--- config.mk ---
export PLATFORM = sky130hd
export DESIGN_NAME = irqs_steer
export DESIGN_NICKNAME = d
export VERILOG_FILES = /design/src/rtl/irqs_pkg.sv /design/src/rtl/irqs_fold.sv /design/src/rtl/irqs_regs.sv /design/src/rtl/irqs_steer.sv
export SDC_FILE = /design/constraint.sdc
export NUM_CORES = 1
export LEC_CHECK = 0
export ABC_AREA = 0
export BUFFER_PORTS_ARGS = -buffer_cell sky130_fd_sc_hd__buf_4
export CAP_MARGIN = 5
export CORE_MARGIN = 5
export CORE_UTILIZATION = 25
export CTS_CLUSTER_SIZE = 24
export DETAILED_ROUTE_END_ITERATION = 10
export MAX_ROUTING_LAYER = met4
export PLACE_DENSITY_LB_ADDON = 0.08
export SETUP_SLACK_MARGIN = 0.5
export SLEW_MARGIN = 5
export SYNTH_ARGS = -nofsm -noshare
export SYNTH_HDL_FRONTEND = slang
export SYNTH_SLANG_ARGS = --single-unit
--- constraint.sdc ---
create_clock -name clk_i -period 2 [get_ports clk_i]
set_clock_uncertainty 0.1 [all_clocks]
set_input_delay 0.4 -clock clk_i [delete_from_list [all_inputs] [get_ports clk_i]]
set_output_delay 0.4 -clock clk_i [all_outputs]
set_load 0.02 [all_outputs]
--- src/rtl/irqs_pkg.sv ---
package irqs_pkg;

    typedef enum logic [0:0] {
        ST_IDLE = 1'b0,
        ST_RESP = 1'b1
    } rd_state_e;

    function automatic int grp_count(input int n_in);
        return (n_in + 63) / 64;
    endfunction

endpackage

--- src/rtl/irqs_fold.sv ---
module irqs_fold #(
    parameter int N_IN   = 128,
    parameter int N_CHAN = 2,
    localparam int G     = irqs_pkg::grp_count(N_IN)
) (
    input  logic [N_IN-1:0]     irq_i,
    input  logic [N_IN-1:0]     en_i,
    input  logic [N_IN-1:0]     force_i,
    input  logic [N_CHAN-1:0]   ctrl_i,
    input  logic [G-1:0]        quiet_i,
    output logic [N_IN-1:0]     stat_o,
    output logic [G-1:0]        grp_any_o,
    output logic [N_CHAN*G-1:0] irq_o
);

    logic [G*64-1:0] stat_pad;

    assign stat_o   = (irq_i | force_i) & en_i;
    assign stat_pad = (G*64)'(stat_o);

    for (genvar g = 0; g < G; g++) begin : g_grp
        assign grp_any_o[g] = |stat_pad[g*64 +: 64];
    end

    for (genvar c = 0; c < N_CHAN; c++) begin : g_chan
        logic sel;
        assign sel = (ctrl_i == (N_CHAN'(1) << c));
        for (genvar g = 0; g < G; g++) begin : g_line
            assign irq_o[c*G+g] = sel & grp_any_o[g] & ~quiet_i[g];
        end
    end

endmodule

--- src/rtl/irqs_regs.sv ---
module irqs_regs #(
    parameter int N_IN   = 128,
    parameter int N_CHAN = 2,
    parameter int ADDR_W = 8,
    localparam int R     = N_IN / 32,
    localparam int G     = irqs_pkg::grp_count(N_IN),
    localparam int QUIET_WA = 3*R + 1,
    localparam int GSTAT_WA = 3*R + 2
) (
    input  logic              clk_i,
    input  logic              rst_ni,
    input  logic              cs_i,
    input  logic              we_i,
    input  logic [ADDR_W-1:0] addr_i,
    input  logic [31:0]       wdata_i,
    input  logic [N_IN-1:0]   stat_i,
    input  logic [G-1:0]      grp_any_i,
    output logic [N_IN-1:0]   en_o,
    output logic [N_IN-1:0]   force_o,
    output logic [N_CHAN-1:0] ctrl_o,
    output logic [G-1:0]      quiet_o,
    output logic [31:0]       rdata_o,
    output logic              rvalid_o
);
    import irqs_pkg::*;

    logic [31:0] wa;
    logic        aligned;
    logic        wr_hit;
    logic [31:0] rd_word;
    logic [31:0] rdata_q;
    rd_state_e   state_q, state_d;

    assign wa      = 32'(addr_i[ADDR_W-1:2]);
    assign aligned = (addr_i[1:0] == 2'b00);
    assign wr_hit  = cs_i & we_i & aligned;

    // register writes
    always_ff @(posedge clk_i or negedge rst_ni) begin
        if (!rst_ni) begin
            en_o    <= '0;
            force_o <= '0;
            ctrl_o  <= '0;
            quiet_o <= '0;
        end else if (wr_hit) begin
            if (wa == 32'd0)
                ctrl_o <= wdata_i[N_CHAN-1:0];
            if (wa == 32'(QUIET_WA))
                quiet_o <= wdata_i[G-1:0];
            for (int n = 0; n < R; n++) begin
                if (wa == 32'(n + 1))
                    en_o[(R-1-n)*32 +: 32] <= wdata_i;
                if (wa == 32'(R + 1 + n))
                    force_o[(R-1-n)*32 +: 32] <= wdata_i;
            end
        end
    end

    // read decode
    always_comb begin
        rd_word = '0;
        if (aligned) begin
            if (wa == 32'd0)
                rd_word = 32'(ctrl_o);
            if (wa == 32'(QUIET_WA))
                rd_word = 32'(quiet_o);
            if (wa == 32'(GSTAT_WA))
                rd_word = 32'(grp_any_i);
            for (int n = 0; n < R; n++) begin
                if (wa == 32'(n + 1))
                    rd_word = en_o[(R-1-n)*32 +: 32];
                if (wa == 32'(R + 1 + n))
                    rd_word = force_o[(R-1-n)*32 +: 32];
                if (wa == 32'(2*R + 1 + n))
                    rd_word = stat_i[(R-1-n)*32 +: 32];
            end
        end
    end

    // read engine: next state
    always_comb begin
        state_d = ST_IDLE;
        unique case (state_q)
            ST_IDLE: state_d = (cs_i && !we_i) ? ST_RESP : ST_IDLE;
            ST_RESP: state_d = (cs_i && !we_i) ? ST_RESP : ST_IDLE;
            default: state_d = ST_IDLE;
        endcase
    end

    // read engine: state register
    always_ff @(posedge clk_i or negedge rst_ni) begin
        if (!rst_ni) state_q <= ST_IDLE;
        else         state_q <= state_d;
    end

    // read engine: data capture
    always_ff @(posedge clk_i or negedge rst_ni) begin
        if (!rst_ni)                rdata_q <= '0;
        else if (cs_i && !we_i)     rdata_q <= rd_word;
    end

    // read engine: outputs
    always_comb begin
        rvalid_o = (state_q == ST_RESP);
        rdata_o  = rvalid_o ? rdata_q : '0;
    end

endmodule

--- src/rtl/irqs_steer.sv ---
module irqs_steer #(
    parameter int N_IN   = 128,
    parameter int N_CHAN = 2,
    parameter int ADDR_W = 8,
    localparam int G     = irqs_pkg::grp_count(N_IN)
) (
    input  logic                clk_i,
    input  logic                rst_ni,
    input  logic [N_IN-1:0]     irq_i,
    input  logic                cs_i,
    input  logic                we_i,
    input  logic [ADDR_W-1:0]   addr_i,
    input  logic [31:0]         wdata_i,
    output logic [31:0]         rdata_o,
    output logic                rvalid_o,
    output logic [N_CHAN*G-1:0] irq_o
);

    logic [N_IN-1:0]   en_q;
    logic [N_IN-1:0]   force_q;
    logic [N_CHAN-1:0] ctrl_q;
    logic [G-1:0]      quiet_q;
    logic [N_IN-1:0]   stat;
    logic [G-1:0]      grp_any;

    irqs_regs #(.N_IN(N_IN), .N_CHAN(N_CHAN), .ADDR_W(ADDR_W)) u_regs (
        .clk_i     (clk_i),
        .rst_ni    (rst_ni),
        .cs_i      (cs_i),
        .we_i      (we_i),
        .addr_i    (addr_i),
        .wdata_i   (wdata_i),
        .stat_i    (stat),
        .grp_any_i (grp_any),
        .en_o      (en_q),
        .force_o   (force_q),
        .ctrl_o    (ctrl_q),
        .quiet_o   (quiet_q),
        .rdata_o   (rdata_o),
        .rvalid_o  (rvalid_o)
    );

    irqs_fold #(.N_IN(N_IN), .N_CHAN(N_CHAN)) u_fold (
        .irq_i     (irq_i),
        .en_i      (en_q),
        .force_i   (force_q),
        .ctrl_i    (ctrl_q),
        .quiet_i   (quiet_q),
        .stat_o    (stat),
        .grp_any_o (grp_any),
        .irq_o     (irq_o)
    );

endmodule

======== Word-level counts from Yosys, hierarchy flattened ========
Cells that the tools add are included.
W data, S select, Z words.
storage, ports and cells
  register bits after elaboration ......... 293
operators by class
  bitwise logic cells ..................... 14
  eq/ne operators ......................... 16
  mux-type cells .......................... 18
  reductions and logical operators ........ 16
operators with widths
  cell                  number
  $mux W32              14
  $and A128 B128 Y128   1
  $or A128 B128 Y128    1
  $reduce_or A64 Y1     2
  $eq A6 B4 Y1 const B  7
  $logic_not A32 Y1     1
  $eq A6 B3 Y1 const B  4
  $reduce_and A2 Y1     10
  $eq A6 B2 Y1 const B  2
  $and A1 B1 Y1         10
  $eq A6 B1 Y1 const B  1
  $mux W2               3
  $eq A2 B1 Y1 const B  1
  $eq A2 B2 Y1 const B  1
  $logic_not A2 Y1      1
  $not A1 Y1            2
  $logic_and A1 B1 Y1   1
  $logic_not A1 Y1      1
  $mux W1               1

======== Depth between registers and ports, before layout ========
Gate-level depths: netlist (run 1).
  word-level depth ........................ 17
  gate-level depth with buffers ........... 10
  depth with buffers taken out ............ 6

======== Hierarchy ========
A second synthesis (run 1) with hierarchy kept.
unflattened totals
  cell total of the unflattened synthesis .. 1602
  area, all modules ....................... 16617.2 um^2
modules (own cells, without submodules)
  module     area an instance (um^2)  instances  sequential area each (um^2)  cells each
  irqs_regs  15213.3                  1          7332.0                       1348
  irqs_fold  1403.8                   1          0.0                          254

======== Worst setup path before layout (run 1) ========
Ideal clock, no wire load.
  kind .................................... input port to flip-flop
  start point ............................. input port addr_i[7]
  end point ............................... register u_regs.rdata_q[27]
  path slack .............................. -331 ps
  stages .................................. 8
  library setup time ...................... 144 ps
  data required time ...................... 1756 ps
  data arrival time ....................... 2087 ps
  path through ............................ buf_4 -> or4b_4 -> buf_6 -> or3_1 -> a21oi_1 -> a221oi_1 -> a2111oi_2 -> o221ai_1
on the way
  word-level cells in the longest chain between the ends .. 14
  elaborated cells between the ends (all ways) .. 25
  those cells by class .................... eq/ne: 12; mux: 13
ends and longest elaborated chain
  what                    RTL line          RTL
  start: declaration      irqs_steer.sv:12  input logic [ADDR_W-1:0] addr_i,
  $eq A6 B1 Y1            irqs_regs.sv:70   if (wa == 32'(n + 1))
  $mux W32                irqs_regs.sv:70
  $mux W32                irqs_regs.sv:72   if (wa == 32'(R + 1 + n))
  $mux W32                irqs_regs.sv:74   if (wa == 32'(2*R + 1 + n))
  $mux W32                irqs_regs.sv:70
  $mux W32                irqs_regs.sv:72
  $mux W32                irqs_regs.sv:74
  $mux W32                irqs_regs.sv:70
  $mux W32                irqs_regs.sv:72
  $mux W32                irqs_regs.sv:74
  $mux W32                irqs_regs.sv:70
  $mux W32                irqs_regs.sv:72
  $mux W32 *              irqs_regs.sv:74
  $mux W32 *              irqs_regs.sv:62   if (aligned) begin
  end signal: assignment  irqs_regs.sv:99   else if (cs_i && !we_i) rdata_q <= rd_word;
  end: declaration        irqs_regs.sv:31   logic [31:0] rdata_q;
Every way passes the cells marked *; elsewhere a longest branch is shown, timed or not.
A chain may end at the register's enable or synchronous reset.

======== Worst setup path in the final report (run 1) ========
  start point ............................. register u_regs.force_o[61]
  end point ............................... output port irq_o[2]
on the way
  word-level cells in the longest chain between the ends .. 5
ends and longest elaborated chain
  what                              RTL line          RTL
  start: declaration                irqs_regs.sv:19   output logic [N_IN-1:0] force_o,
  start signal: indexed assignment  irqs_regs.sv:54   force_o[(R-1-n)*32 +: 32] <= wdata_i;
  $or A128 B128 Y128                irqs_fold.sv:18   assign stat_o = (irq_i | force_i) & en_i;
  $and A128 B128 Y128               irqs_fold.sv:18
  $reduce_or A64 Y1                 irqs_fold.sv:22   assign grp_any_o[g] = |stat_pad[g*64 +: 64];
  $and A1 B1 Y1 (2 in series)       irqs_fold.sv:29   assign irq_o[c*G+g] = sel & grp_any_o[g] & ~quiet_i[g];
  end: declaration                  irqs_steer.sv:16  output logic [N_CHAN*G-1:0] irq_o
No other way between the ends.

==> results of run 1 <==
[synthesized netlist by cell type (8+ instances only)]
master and number:
sky130_fd_sc_hd__dfrtp_1 293, sky130_fd_sc_hd__a211oi_1 9, sky130_fd_sc_hd__nand4_1 35, sky130_fd_sc_hd__inv_1 9
sky130_fd_sc_hd__mux2_1 8, sky130_fd_sc_hd__o221ai_1 29, sky130_fd_sc_hd__mux2_2 277, sky130_fd_sc_hd__nand2b_1 10
sky130_fd_sc_hd__nor3_1 8, sky130_fd_sc_hd__nand3_1 29, sky130_fd_sc_hd__buf_2 32, sky130_fd_sc_hd__o211ai_1 10
sky130_fd_sc_hd__a22oi_1 18, sky130_fd_sc_hd__a21oi_1 63, sky130_fd_sc_hd__nor2_1 70, sky130_fd_sc_hd__o21ai_0 198
sky130_fd_sc_hd__a2111oi_2 10, sky130_fd_sc_hd__a221oi_1 14, sky130_fd_sc_hd__and2_1 32, sky130_fd_sc_hd__clkbuf_1 53
sky130_fd_sc_hd__buf_1 15, sky130_fd_sc_hd__nand2_1 119, sky130_fd_sc_hd__o2111ai_1 15, sky130_fd_sc_hd__a32oi_1 16
sky130_fd_sc_hd__nor4_1 8, sky130_fd_sc_hd__or3_1 17
[through the flow]
stage	cells	util [%]	setup slack, ps	power, mW	hold WS [ps]
final	3207	44.3	-1090	15.2	72.7
after global routing	3203	44.3	-1180	15.7	62.6
after CTS	3152	42.3	-1090	15.2	40.1
after global placement	2999	36.1	-1100	8.12	182
after detailed placement	2999	36.1	-1000	8.13	177
after floorplan	1495	-	-280	6.79	4.41
[what timing repair did]
action,in CTS,in global routing
pin swaps,86,59
cloned,25,11
hold endpoints to repair,249,0
setup endpoints to repair,304,327
resized for setup,386,182
hold buffers,1,0
buffers inserted,60,39
[flip-flops by register name, summed over array words and instances, names as in the netlist]
| name | flops |
|---|---|
| u_regs.ctrl_o | 2 |
| u_regs.en_o | 128 |
| u_regs.force_o | 128 |
| u_regs.quiet_o | 2 |
| u_regs.rdata_q | 32 |
| u_regs.rvalid_o | 1 |
[layer usage]
layer  vias up  wire (microns)  track usage (%)
li1       7352               -                -
met1      8079           38700             33.8
met2       492           39200             38.0
met3       120            3630             3.05
met4         0            3090             8.17
met5         -               0                -
[placed cells by master, fill, tap and decap left out, drive strengths merged, types with 10 or more instances in the layout]
master	count
a2111oi	13
a21oi	63
a221oi	14
a22oi	18
a32oi	16
and2	32
buf	885
clkbuf	69
dfrtp	293
inv	10
mux2	285
nand2	120
nand2b	10
nand3	29
nand4	35
nor2	76
o2111ai	15
o211ai	10
o21ai	199
o221ai	29
or3	17
[final timing paths]
check / depth (start not counted) / endpoint / slack [ps]
max in group asynchronous: 4 / u_regs.force_o[71] / 870
worst max-delay path: 9 / irq_o[2] / -1090
worst max register to register: 10 / u_regs.rdata_q[0] / -520
worst min register to register: 2 / u_regs.rdata_q[16] / 400
worst min-delay path: 2 / u_regs.en_o[61] / 70
min in group asynchronous: 2 / u_regs.force_o[17] / 180
[power by group]
group,internal (mW),switching (mW),leakage (nW)
clock,3.88,2.82,0.579
combinational,1.13,1.17,8.80
sequential,6.08,0.0857,4.07
total,11.1,4.08,13.4
[area by class of cell]
class | count | share of cell area (%)
multi-input cells | 1091 | 34.4
clock inverters | 6 | 0.121
inverters | 10 | 0.135
repair buffers | 895 | 31.1
well taps | 846 | 3.81
diodes | 5 | 0.0450
clock buffers | 61 | 4.09
flip-flops and latches | 293 | 26.4
[cells by family after synthesis]
family | after synthesis
AOI/OAI and AO/OA | 440
and+or+nand+nor | 357
DFF | 293
muxes | 291
buffers and inverters | 114
==> metrics.txt, run 1 <==
# TYPE chip_impl_metric gauge
chip_impl_metric{name="floorplan.initialDensity",unit="%"} 25.1
chip_impl_info{name="crit_chain",value="o21ai_2 > buf_4 > nand4_1 > nor4_2 > nand4_1 > buf_6 > nand2b_4 > nor2_2 > buf_6"} 1
chip_impl_metric{name="max_freq",unit="MHz"} 324
chip_impl_metric{name="boundaryPins",unit=""} 209
chip_impl_metric{name="routed_via_density",unit=""} 5.00
chip_impl_metric{name="dp.final_hpwl",unit="microns"} 60200
chip_impl_metric{name="synthDistinctLibCells",unit=""} 69
chip_impl_metric{name="post_synth_edffs",unit=""} 0
chip_impl_metric{name="die_area",unit="sq um"} 68000
chip_impl_metric{name="ff_latch_area",unit="sq um"} 7330
chip_impl_metric{name="synth.yosys.seq_area_share",unit="%"} 46.6
chip_impl_metric{name="count_of_endpoints_failing_hold_in_the_final_timing_report",unit=""} 0
chip_impl_metric{name="cts_max_path_buffers",unit=""} 3
chip_impl_metric{name="share_of_the_synthesized_area_in_the_top_cell_type",unit="%"} 46.6
chip_impl_metric{name="place_area",unit="sq um"} 22600
chip_impl_metric{name="final-max-slew-violation-count",unit=""} 0
chip_impl_metric{name="maximum_number_of_pins_on_one_net_before_global_route_repair",unit=""} 60
chip_impl_info{name="critPathSlowestCell",value="sky130_fd_sc_hd__dfrtp_1"} 1
chip_impl_metric{name="routabilityCongestion",unit=""} 0.861
chip_impl_metric{name="placement.io_buffers",unit=""} 208
chip_impl_metric{name="core-area",unit="sq um"} 62700
chip_impl_metric{name="layout.cell_area.non_filler",unit="sq um"} 27800
chip_impl_metric{name="finalWorstSetupSlack",unit="ps"} -1090
chip_impl_metric{name="drive_above_1_share",unit="%"} 61.5
chip_impl_metric{name="drt.antenna.violating_nets",unit=""} 0
chip_impl_info{name="setup_repair_after_global_routing_missed_its_margin",value="true"} 1
chip_impl_metric{name="fp.dieH",unit="microns"} 261
chip_impl_metric{name="fill_cells",unit=""} 6000
chip_impl_metric{name="die_w",unit="microns"} 261
chip_impl_info{name="synth_top_cells_by_area",value="sky130_fd_sc_hd__dfrtp_1 47%, sky130_fd_sc_hd__mux2_2 20%, sky130_fd_sc_hd__o21ai_0 6.3%"} 1
chip_impl_info{name="worst_setup_path_start_kind",value="register"} 1
chip_impl_metric{name="firstDrtPassIters",unit=""} 5
chip_impl_metric{name="htree_levels",unit=""} 2
chip_impl_metric{name="synth_area",unit="sq um"} 15700
chip_impl_metric{name="critPathRequiredTime",unit="ps"} 1500
chip_impl_metric{name="synth_compound_gate_area_share",unit="%"} 18.2
chip_impl_metric{name="syn-num-nets",unit=""} 1667
chip_impl_metric{name="period_share",unit="%"} 154
chip_impl_info{name="tritoncts",value="built"} 1
chip_impl_metric{name="synthAdderAreaFrac",unit="%"} 0
chip_impl_metric{name="slew-limit-headroom",unit="%"} 66.6
chip_impl_metric{name="totalNegativeSetupSlack",unit="ps"} -8340
chip_impl_metric{name="finalSetupViolations",unit=""} 55
chip_impl_metric{name="critical-path-max-stage-delay",unit="ps"} 390
chip_impl_info{name="hold_path.startpoint",value="wdata_i[29]"} 1
chip_impl_metric{name="netlist_instances",unit=""} 1495
chip_impl_metric{name="synth.avg_cell_area",unit="sq um"} 10.5
chip_impl_metric{name="vias_in_the_first_global_route",unit=""} 16535
chip_impl_metric{name="remaining_drc_errors",unit=""} 0
chip_impl_metric{name="peakVddDrop",unit="V"} 0.000469
chip_impl_metric{name="final_routed_wirelength_across_all_metal_layers",unit="microns"} 84600
chip_impl_metric{name="wire_per_inst",unit="microns"} 26.4
chip_impl_info{name="violations",value="negative setup slack"} 1
chip_impl_metric{name="max_slew.worst_pin.slew",unit="ps"} 500
chip_impl_info{name="main_combinational_cell_family_by_area_after_synthesis",value="multiplexers"} 1
chip_impl_metric{name="multiInputGateArea",unit="sq um"} 9560
chip_impl_metric{name="critical_path.max_fanout",unit=""} 2
chip_impl_metric{name="finish.net_count",unit=""} 2501
chip_impl_metric{name="ys_seq_elements",unit=""} 293
chip_impl_info{name="netlist.top_cell.by_area",value="sky130_fd_sc_hd__dfrtp_1"} 1
chip_impl_metric{name="route.vias.total",unit=""} 16043
chip_impl_metric{name="rows",unit=""} 92
chip_impl_metric{name="power.static_leakage",unit="nW"} 13.4
chip_impl_metric{name="simple_gate_fraction_of_synth_area",unit="%"} 11.3
chip_impl_metric{name="detail_route.iter0.violations",unit=""} 1110
chip_impl_metric{name="cap_viol_max_count",unit=""} 0
chip_impl_metric{name="tritoncts.num_buffers",unit=""} 38
chip_impl_info{name="worst_min_delay_path_category",value="primary input to register"} 1
chip_impl_info{name="crit-reg2reg-launch",value="u_regs.force_o[61]"} 1
chip_impl_metric{name="postSynth.asyncResetShare",unit="%"} 100
chip_impl_metric{name="fin_crit",unit="ps"} 3090
chip_impl_info{name="cp-end-kind",value="output pin"} 1
chip_impl_metric{name="p_per_area",unit="nW/um^2"} 545
chip_impl_metric{name="synth.area.mux_share",unit="%"} 20.8
chip_impl_info{name="synth_flop_cell",value="sky130_fd_sc_hd__dfrtp_1"} 1
chip_impl_metric{name="post_synth_xor_area_fraction",unit="%"} 0
chip_impl_metric{name="arrival",unit="ps"} 2590
chip_impl_metric{name="sinks_on_clock_net",unit=""} 293
chip_impl_info{name="root_buffer",value="sky130_fd_sc_hd__clkbuf_16"} 1
chip_impl_metric{name="grt_antenna_before_repair",unit=""} 1
chip_impl_info{name="crit_path_start",value="u_regs.force_o[61]"} 1
chip_impl_info{name="type_of_the_setup_path_with_the_least_slack",value="register to output pin"} 1
chip_impl_metric{name="worst_setup_hold_path_clk_slew",unit="ps"} 60
chip_impl_info{name="run_status",value="finished, violations left"} 1
chip_impl_metric{name="first_pass_grt_wire_length",unit="microns"} 118000
chip_impl_metric{name="track_usage",unit="%"} 24.6
chip_impl_metric{name="areaGrowthSynthToFinish",unit="%"} 76.8
chip_impl_metric{name="clock_insertion_delay_worst_skew",unit="ps"} 570
chip_impl_metric{name="gr-total-overflow",unit=""} 0
chip_impl_metric{name="critical_path_buf_inv_count",unit=""} 3
chip_impl_info{name="timing.critical_path.max_delay_family",value="simple AND/OR/NAND/NOR gates"} 1
chip_impl_metric{name="yosysWarnings",unit=""} 0
(Power assumes the default switching activity.)
==> run 2: changes to the inputs <==
Settings changed: ABC_AREA 0 to 1.
==> metrics.txt, run 2 <==
# TYPE chip_impl_metric gauge
chip_impl_metric{name="post_synth_edffs",unit=""} 0
chip_impl_metric{name="layout.cells.non_filler",unit=""} 3591
chip_impl_metric{name="ff2ff_setup_slack",unit="ps"} -470
chip_impl_info{name="run_status",value="finished, violations left"} 1
chip_impl_info{name="type_of_the_setup_path_with_the_least_slack",value="register to output pin"} 1
chip_impl_metric{name="track_usage",unit="%"} 22.2
chip_impl_metric{name="yosysWarnings",unit=""} 0
chip_impl_metric{name="cts_max_path_buffers",unit=""} 3
chip_impl_metric{name="die_w",unit="microns"} 256
chip_impl_metric{name="sinks_on_clock_net",unit=""} 293
chip_impl_metric{name="netlist_instances",unit=""} 2052
chip_impl_metric{name="finalSetupViolations",unit=""} 34
chip_impl_metric{name="critical-path-max-stage-delay",unit="ps"} 400
chip_impl_metric{name="finish.net_count",unit=""} 2955
chip_impl_metric{name="drive_above_1_share",unit="%"} 48.7
chip_impl_metric{name="fill_cells",unit=""} 5870
chip_impl_info{name="main_combinational_cell_family_by_area_after_synthesis",value="simple AND/OR/NAND/NOR gates"} 1
chip_impl_metric{name="route.vias.total",unit=""} 17331
chip_impl_metric{name="post_synth_xor_area_fraction",unit="%"} 0
chip_impl_info{name="worst_setup_path_start_kind",value="register"} 1
chip_impl_metric{name="power.static_leakage",unit="nW"} 13.6
chip_impl_metric{name="finalWorstSetupSlack",unit="ps"} -698
chip_impl_metric{name="simple_gate_fraction_of_synth_area",unit="%"} 24.8
chip_impl_metric{name="synthDistinctLibCells",unit=""} 36
chip_impl_metric{name="tritoncts.num_buffers",unit=""} 39
chip_impl_metric{name="synth.area.mux_share",unit="%"} 0
chip_impl_info{name="crit_chain",value="o21ai_2 > nand4_1 > nor2_1 > nand2_1 > nor2_2 > nand2_1 > nand2_2 > nor2_4 > buf_6"} 1
chip_impl_metric{name="placement.io_buffers",unit=""} 208
chip_impl_info{name="violations",value="negative setup slack"} 1
chip_impl_info{name="synth_top_cells_by_area",value="sky130_fd_sc_hd__dfrtp_1 48%, sky130_fd_sc_hd__nand2_1 14%, sky130_fd_sc_hd__o21ai_0 8.6%"} 1
chip_impl_metric{name="dp.final_hpwl",unit="microns"} 51000
chip_impl_metric{name="p_per_area",unit="nW/um^2"} 566
chip_impl_metric{name="postSynth.asyncResetShare",unit="%"} 100
chip_impl_metric{name="rows",unit=""} 90
chip_impl_metric{name="die_area",unit="sq um"} 65600
chip_impl_info{name="critPathSlowestCell",value="sky130_fd_sc_hd__dfrtp_1"} 1
chip_impl_metric{name="htree_levels",unit=""} 2
chip_impl_info{name="tritoncts",value="built"} 1
chip_impl_metric{name="period_share",unit="%"} 135
chip_impl_info{name="netlist.top_cell.by_area",value="sky130_fd_sc_hd__dfrtp_1"} 1
chip_impl_metric{name="floorplan.initialDensity",unit="%"} 25.2
chip_impl_metric{name="syn-num-nets",unit=""} 2224
chip_impl_metric{name="synthAdderAreaFrac",unit="%"} 0
chip_impl_metric{name="routabilityCongestion",unit=""} 0.899
chip_impl_metric{name="firstDrtPassIters",unit=""} 5
chip_impl_metric{name="remaining_drc_errors",unit=""} 0
chip_impl_info{name="yosys.cell_count.top_type",value="sky130_fd_sc_hd__nand2_1"} 1
chip_impl_metric{name="critical_path.max_fanout",unit=""} 2
chip_impl_metric{name="vias_in_the_first_global_route",unit=""} 17117
chip_impl_metric{name="peakVddDrop",unit="V"} 0.000456
chip_impl_info{name="worst_min_delay_path_category",value="primary input to register"} 1
chip_impl_metric{name="core-area",unit="sq um"} 60200
chip_impl_info{name="cp_common_cell",value="sky130_fd_sc_hd__nand2_1"} 1
chip_impl_metric{name="first_pass_grt_wire_length",unit="microns"} 108000
chip_impl_metric{name="detail_route.iter0.violations",unit=""} 1097
chip_impl_metric{name="antenna-diode-count",unit=""} 0
chip_impl_metric{name="final-max-slew-violation-count",unit=""} 0
chip_impl_metric{name="critPathRequiredTime",unit="ps"} 1500
chip_impl_info{name="layout_common_cells",value="557 x sky130_fd_sc_hd__buf_4, 374 x sky130_fd_sc_hd__nand2_1, 292 x sky130_fd_sc_hd__dfrtp_1"} 1
chip_impl_metric{name="max_freq",unit="MHz"} 371
chip_impl_metric{name="p_total",unit="mW"} 15.6
chip_impl_metric{name="maximum_number_of_pins_on_one_net_before_global_route_repair",unit=""} 60
chip_impl_metric{name="fp.dieH",unit="microns"} 256
chip_impl_metric{name="slew-limit-headroom",unit="%"} 66.6
chip_impl_metric{name="placed_cells_incl_taps",unit=""} 3376
chip_impl_metric{name="synth_area",unit="sq um"} 15200
chip_impl_metric{name="grt_antenna_before_repair",unit=""} 0
chip_impl_metric{name="boundaryPins",unit=""} 209
chip_impl_metric{name="clock_insertion_delay_worst_skew",unit="ps"} 560
chip_impl_metric{name="fin_crit",unit="ps"} 2700
chip_impl_metric{name="utilization",unit="%"} 45.6
chip_impl_metric{name="gr-total-overflow",unit=""} 0
chip_impl_info{name="reg.largest.list",value="u_regs.en_o: 128 flops, u_regs.force_o: 128 flops, u_regs.rdata_q: 32 flops"} 1
chip_impl_metric{name="final_routed_wirelength_across_all_metal_layers",unit="microns"} 79200
chip_impl_metric{name="arrival",unit="ps"} 2200
chip_impl_info{name="cp-end-kind",value="output pin"} 1
chip_impl_metric{name="cap_viol_max_count",unit=""} 0
chip_impl_metric{name="drt.antenna.violating_nets",unit=""} 0
chip_impl_metric{name="synth.yosys.seq_area_share",unit="%"} 48.4
chip_impl_info{name="final_common_cell",value="sky130_fd_sc_hd__buf_4"} 1
chip_impl_metric{name="synth.avg_cell_area",unit="sq um"} 7.39
chip_impl_metric{name="routed_via_density",unit=""} 4.83
chip_impl_metric{name="share_of_the_synthesized_area_in_the_top_cell_type",unit="%"} 48.4
chip_impl_info{name="setup_repair_after_global_routing_missed_its_margin",value="true"} 1
chip_impl_metric{name="ys_seq_elements",unit=""} 293
chip_impl_metric{name="worst_setup_hold_path_clk_slew",unit="ps"} 60
chip_impl_metric{name="synth_compound_gate_area_share",unit="%"} 19.5
chip_impl_metric{name="max_slew.worst_pin.slew",unit="ps"} 501
chip_impl_metric{name="wire_per_inst",unit="microns"} 22.0
chip_impl_info{name="synth_flop_cell",value="sky130_fd_sc_hd__dfrtp_1"} 1
chip_impl_metric{name="count_of_endpoints_failing_hold_in_the_final_timing_report",unit=""} 0
chip_impl_info{name="netlist_top_cells_count",value="548 x sky130_fd_sc_hd__nand2_1, 319 x sky130_fd_sc_hd__nor2_1, 293 x sky130_fd_sc_hd__dfrtp_1, 260 x sky130_fd_sc_hd__o21ai_0, 173 x sky130_fd_sc_hd__inv_1"} 1
chip_impl_metric{name="areaGrowthSynthToFinish",unit="%"} 81.2
chip_impl_metric{name="pre_cts_ws",unit="ps"} -614
chip_impl_info{name="root_buffer",value="sky130_fd_sc_hd__clkbuf_16"} 1
chip_impl_metric{name="hold-worst-slack",unit="ps"} 33.0
==> run 2: changes by cell type after synthesis, moves of 17 or more <==
cell,previous run,this run
sky130_fd_sc_hd__o211ai_1,10,45
sky130_fd_sc_hd__or3_1,17,0
sky130_fd_sc_hd__o221ai_1,29,2
sky130_fd_sc_hd__nand2_1,119,548
sky130_fd_sc_hd__and2_1,32,0
sky130_fd_sc_hd__o21ai_0,198,260
sky130_fd_sc_hd__clkbuf_1,53,71
sky130_fd_sc_hd__inv_1,9,173
sky130_fd_sc_hd__a21oi_1,63,144
sky130_fd_sc_hd__nor2_1,70,319
sky130_fd_sc_hd__o21ai_1,1,34
sky130_fd_sc_hd__mux2_2,277,0
==> run 2: per-stage QoR <==
stage | instance area (sq um) | TNS, ps
floorplan | 15400 | 0
global placement | 21000 | -62650
detailed placement | 21000 | -62040
CTS | 25000 | -6480
global route | 27500 | -7900
finish | 27500 | -5510
==> run 2: cell families after synthesis <==
kind of cell / count (synthesis)
AND/OR/NAND/NOR: 944
buffers and inverters: 283
flip-flops: 293
AO/OA/AOI/OAI: 532
==> run 2: power by group <==
| group | switching [mW] | internal (mW) | total [mW] | leakage (nW) |
|---|---|---|---|---|
| Combinational | 1.23 | 1.07 | 2.30 | 9.27 |
| Sequential | 0.130 | 6.14 | 6.27 | 3.73 |
| Clock | 2.83 | 4.14 | 6.98 | 0.599 |
==> run 2: path summary, 6_finish.rpt <==
kind                       cells after the start             endpoint                 from
hold reg to reg                                2    u_regs.quiet_o[0]    u_regs.quiet_o[0]
hold / removal                                 3       u_regs.en_o[9]           wdata_i[9]
max in group asynchronous                      3   u_regs.rdata_q[15]               rst_ni
setup reg to reg                              21    u_regs.rdata_q[0]   u_regs.force_o[96]
min in group asynchronous                      2  u_regs.force_o[105]               rst_ni
setup / recovery                               9             irq_o[3]  u_regs.force_o[105]
==> run 2: area by class of cell <==
type	instances	area [sq um]	area share, %
inverter	183	719	2.62
timing repair buffer	788	8070	29.4
clock buffer	61	1140	4.15
tap	782	978	3.56
clock inverter	6	83.8	0.305
multi-input combinational	1478	9140	33.3
sequential	293	7330	26.7
==> run 2: per-layer routing <==
layer  vias up  wire length, microns  GRT usage (%)
li1       8232                     -              -
met1      8559                 34100           27.6
met2       421                 39200           38.6
met3       119                  3420           2.31
met4         0                  2460           6.33
met5         -                     0              -
==> run 2: worst max-delay path: cells and delay by family, from the launching register on <==
family                 cells  cell delay, ps
AND/OR/NAND/NOR            7             950
AO/OA/AOI/OAI              1             170
flip-flops                 1             400
buffers and inverters      1             140
==> run 2: what timing repair did <==
item	4_1_cts	5_1_grt
gates resized for setup	461	497
hold endpoints to repair	69	0
setup endpoints to repair	260	309
cloned	22	38
pin swaps	110	121
hold buffers	14	0
setup buffers	51	23
==> run 3: changes to the inputs <==
Settings changed: BUFFER_PORTS_ARGS -buffer_cell sky130_fd_sc_hd__buf_4 to default, DONT_BUFFER_PORTS from default to 1.
==> metrics.txt, run 3 (same netlist as run 2, synthesis figures left out) <==
# TYPE chip_impl_metric gauge
chip_impl_info{name="run_status",value="finished, violations left"} 1
chip_impl_info{name="violations",value="negative hold slack, negative setup slack"} 1
chip_impl_metric{name="wire_per_inst",unit="microns"} 23.6
chip_impl_metric{name="grt_antenna_before_repair",unit=""} 20
chip_impl_info{name="final_common_cell",value="sky130_fd_sc_hd__buf_4"} 1
chip_impl_metric{name="detail_route.iter0.violations",unit=""} 1114
chip_impl_metric{name="clkPwrFrac",unit="%"} 47.1
chip_impl_metric{name="die_w",unit="microns"} 256
chip_impl_metric{name="htree_levels",unit=""} 2
chip_impl_metric{name="firstDrtPassIters",unit=""} 6
chip_impl_metric{name="sequentialPowerShare",unit="%"} 40.9
chip_impl_metric{name="finish.net_count",unit=""} 2769
chip_impl_metric{name="finalWorstSetupSlack",unit="ps"} -588
chip_impl_metric{name="count_of_endpoints_failing_hold_in_the_final_timing_report",unit=""} 293
chip_impl_metric{name="tritoncts.num_buffers",unit=""} 40
chip_impl_metric{name="finalSetupViolations",unit=""} 30
chip_impl_metric{name="cts_hold_buffers",unit=""} 33
chip_impl_metric{name="drt.antenna.violating_nets",unit=""} 0
chip_impl_metric{name="cts_max_path_buffers",unit=""} 3
chip_impl_info{name="tritoncts",value="built"} 1
chip_impl_metric{name="peakVddDrop",unit="V"} 0.000489
chip_impl_metric{name="worst_setup_hold_path_clk_slew",unit="ps"} 60
chip_impl_metric{name="core-area",unit="sq um"} 60200
chip_impl_info{name="reg.largest.list",value="u_regs.en_o: 128 flops, u_regs.force_o: 128 flops, u_regs.rdata_q: 32 flops"} 1
chip_impl_info{name="type_of_the_setup_path_with_the_least_slack",value="register to output pin"} 1
chip_impl_metric{name="total_switching_power",unit="mW"} 4.02
chip_impl_metric{name="power.switching_fraction",unit="%"} 26.2
chip_impl_metric{name="final_routed_wirelength_across_all_metal_layers",unit="microns"} 80900
chip_impl_info{name="cp_common_cell",value="sky130_fd_sc_hd__nor2_4"} 1
chip_impl_metric{name="sinks_on_clock_net",unit=""} 293
chip_impl_metric{name="hold-worst-slack",unit="ps"} -559
chip_impl_metric{name="vias_in_the_first_global_route",unit=""} 16452
chip_impl_info{name="timing.critical_path.max_delay_family",value="simple AND/OR/NAND/NOR gates"} 1
chip_impl_metric{name="remaining_drc_errors",unit=""} 0
chip_impl_info{name="setup_repair_after_global_routing_missed_its_margin",value="true"} 1
chip_impl_metric{name="period_share",unit="%"} 129
chip_impl_metric{name="areaGrowthSynthToFinish",unit="%"} 72.2
chip_impl_metric{name="max_slew.worst_pin.slew",unit="ps"} 1360
chip_impl_info{name="root_buffer",value="sky130_fd_sc_hd__clkbuf_16"} 1
chip_impl_metric{name="rows",unit=""} 90
chip_impl_metric{name="fin_crit",unit="ps"} 2590
chip_impl_info{name="crit_chain",value="o21a_1 > nor2_1 > nand2_1 > nor2_2 > nand2_2 > nor2_4 > buf_4 > nand2_4 > nand2_8 > nor2_4"} 1
chip_impl_metric{name="floorplan.initialDensity",unit="%"} 25.2
chip_impl_metric{name="combPwrFrac",unit="%"} 12.1
chip_impl_metric{name="max_freq",unit="MHz"} 386
chip_impl_metric{name="dp.final_hpwl",unit="microns"} 50400
chip_impl_info{name="cp-end-kind",value="output pin"} 1
chip_impl_metric{name="critical-path-max-stage-delay",unit="ps"} 370
chip_impl_info{name="worst_setup_path_start_kind",value="register"} 1
chip_impl_metric{name="critical_path_buf_inv_count",unit=""} 1
chip_impl_metric{name="arrival",unit="ps"} 2090
chip_impl_metric{name="first_pass_grt_wire_length",unit="microns"} 108000
chip_impl_metric{name="clock_insertion_delay_worst_skew",unit="ps"} 570
chip_impl_metric{name="placement.io_buffers",unit=""} 0
chip_impl_metric{name="p_per_area",unit="nW/um^2"} 588
chip_impl_info{name="worst_min_delay_path_category",value="primary input to asynchronous set/reset pin"} 1
chip_impl_metric{name="utilization",unit="%"} 43.3
chip_impl_metric{name="power.static_leakage",unit="nW"} 12.7
chip_impl_metric{name="totalNegativeSetupSlack",unit="ps"} -4210
chip_impl_metric{name="routed_via_density",unit=""} 4.85
chip_impl_metric{name="routabilityCongestion",unit=""} 0.840
chip_impl_info{name="critPathSlowestCell",value="sky130_fd_sc_hd__dfrtp_1"} 1
chip_impl_metric{name="drive_above_1_share",unit="%"} 45.3
chip_impl_metric{name="route.vias.total",unit=""} 16641
chip_impl_metric{name="gr-total-overflow",unit=""} 0
chip_impl_info{name="layout_common_cells",value="394 x sky130_fd_sc_hd__buf_4, 382 x sky130_fd_sc_hd__nand2_1, 292 x sky130_fd_sc_hd__dfrtp_1"} 1
chip_impl_metric{name="die_area",unit="sq um"} 65600
chip_impl_metric{name="fp.dieH",unit="microns"} 256
chip_impl_metric{name="maximum_number_of_pins_on_one_net_before_global_route_repair",unit=""} 294
chip_impl_metric{name="slew-limit-headroom",unit="%"} 9.21
chip_impl_metric{name="critPathRequiredTime",unit="ps"} 1500
chip_impl_metric{name="final-max-slew-violation-count",unit=""} 0
chip_impl_metric{name="boundaryPins",unit=""} 209
chip_impl_metric{name="critical_path.max_fanout",unit=""} 2
chip_impl_metric{name="cap_viol_max_count",unit=""} 0
chip_impl_metric{name="p_int",unit="mW"} 11.3
chip_impl_metric{name="track_usage",unit="%"} 22.6
[run 3: changes by cell type in the layout (fill, tap and decap cells not counted), moves of 23 or more]
cell / before / now
sky130_fd_sc_hd__buf_4: 557 / 394
sky130_fd_sc_hd__nor2_1: 243 / 215
sky130_fd_sc_hd__diode_2: 0 / 28
sky130_fd_sc_hd__inv_2: 40 / 8
sky130_fd_sc_hd__inv_4: 2 / 36
sky130_fd_sc_hd__buf_6: 99 / 76
[run 3: routing by layer]
layer	wire length, microns	vias to the layer above	global-route usage, %
li1	-	7914	-
met1	32900	8203	25.4
met2	40700	411	39.7
met3	4490	113	4.69
met4	2770	0	8.47
met5	0	-	-
[run 3: final cells by class]
type / count / area (sq um)
antenna: 28 / 70.1
clock buffer: 63 / 1230
clock inverter: 6 / 58.8
fill: 5954 / 34100
inverter: 183 / 802
multi-input combinational: 1477 / 9240
sequential: 293 / 7330
tap: 782 / 978
timing repair buffer: 602 / 6390
[run 3: worst paths after layout]
kind / startpoint / endpoint / slack (ps) / cells past startpoint
max reg2reg: u_regs.force_o[10] / u_regs.rdata_q[10] / -410 / 18
min: rst_ni / u_regs.en_o[67] / -560 / 0
min in group clk_i: wdata_i[21] / u_regs.force_o[21] / 30 / 2
max: u_regs.force_o[58] / irq_o[0] / -590 / 10
min reg2reg: u_regs.en_o[49] / u_regs.en_o[49] / 390 / 2
max in group asynchronous: rst_ni / u_regs.en_o[42] / 1260 / 0
[run 3: stage by stage]
step           setup slack [ps]  power (mW)  instance area, sq um  std cells
2_1_floorplan              87.3        6.92                 15400       2052
3_3_place_gp               -527        7.63                 19400       3171
3_5_place_dp               -518        7.63                 19400       3171
4_1_cts                    -605        15.3                 23300       3341
5_1_grt                    -688        16.0                 26100       3432
6_report                   -588        15.4                 26100       3434
[run 3: timing repair]
action,in CTS,in global routing
hold endpoints to repair,363,293
pin swaps,128,133
cloned,17,39
setup buffers,51,26
gates resized for setup,442,543
setup endpoints to repair,185,235
[run 3: power groups by stage]
stage	Clock, mW	Sequential [mW]	Combinational, mW
3_5_place_dp	0	6.35	1.28
4_1_cts	7.44	6.27	1.63
3_3_place_gp	0	6.35	1.28
5_1_grt	7.67	6.29	2.00
2_1_floorplan	0	6.35	0.573
6_report	7.22	6.27	1.85
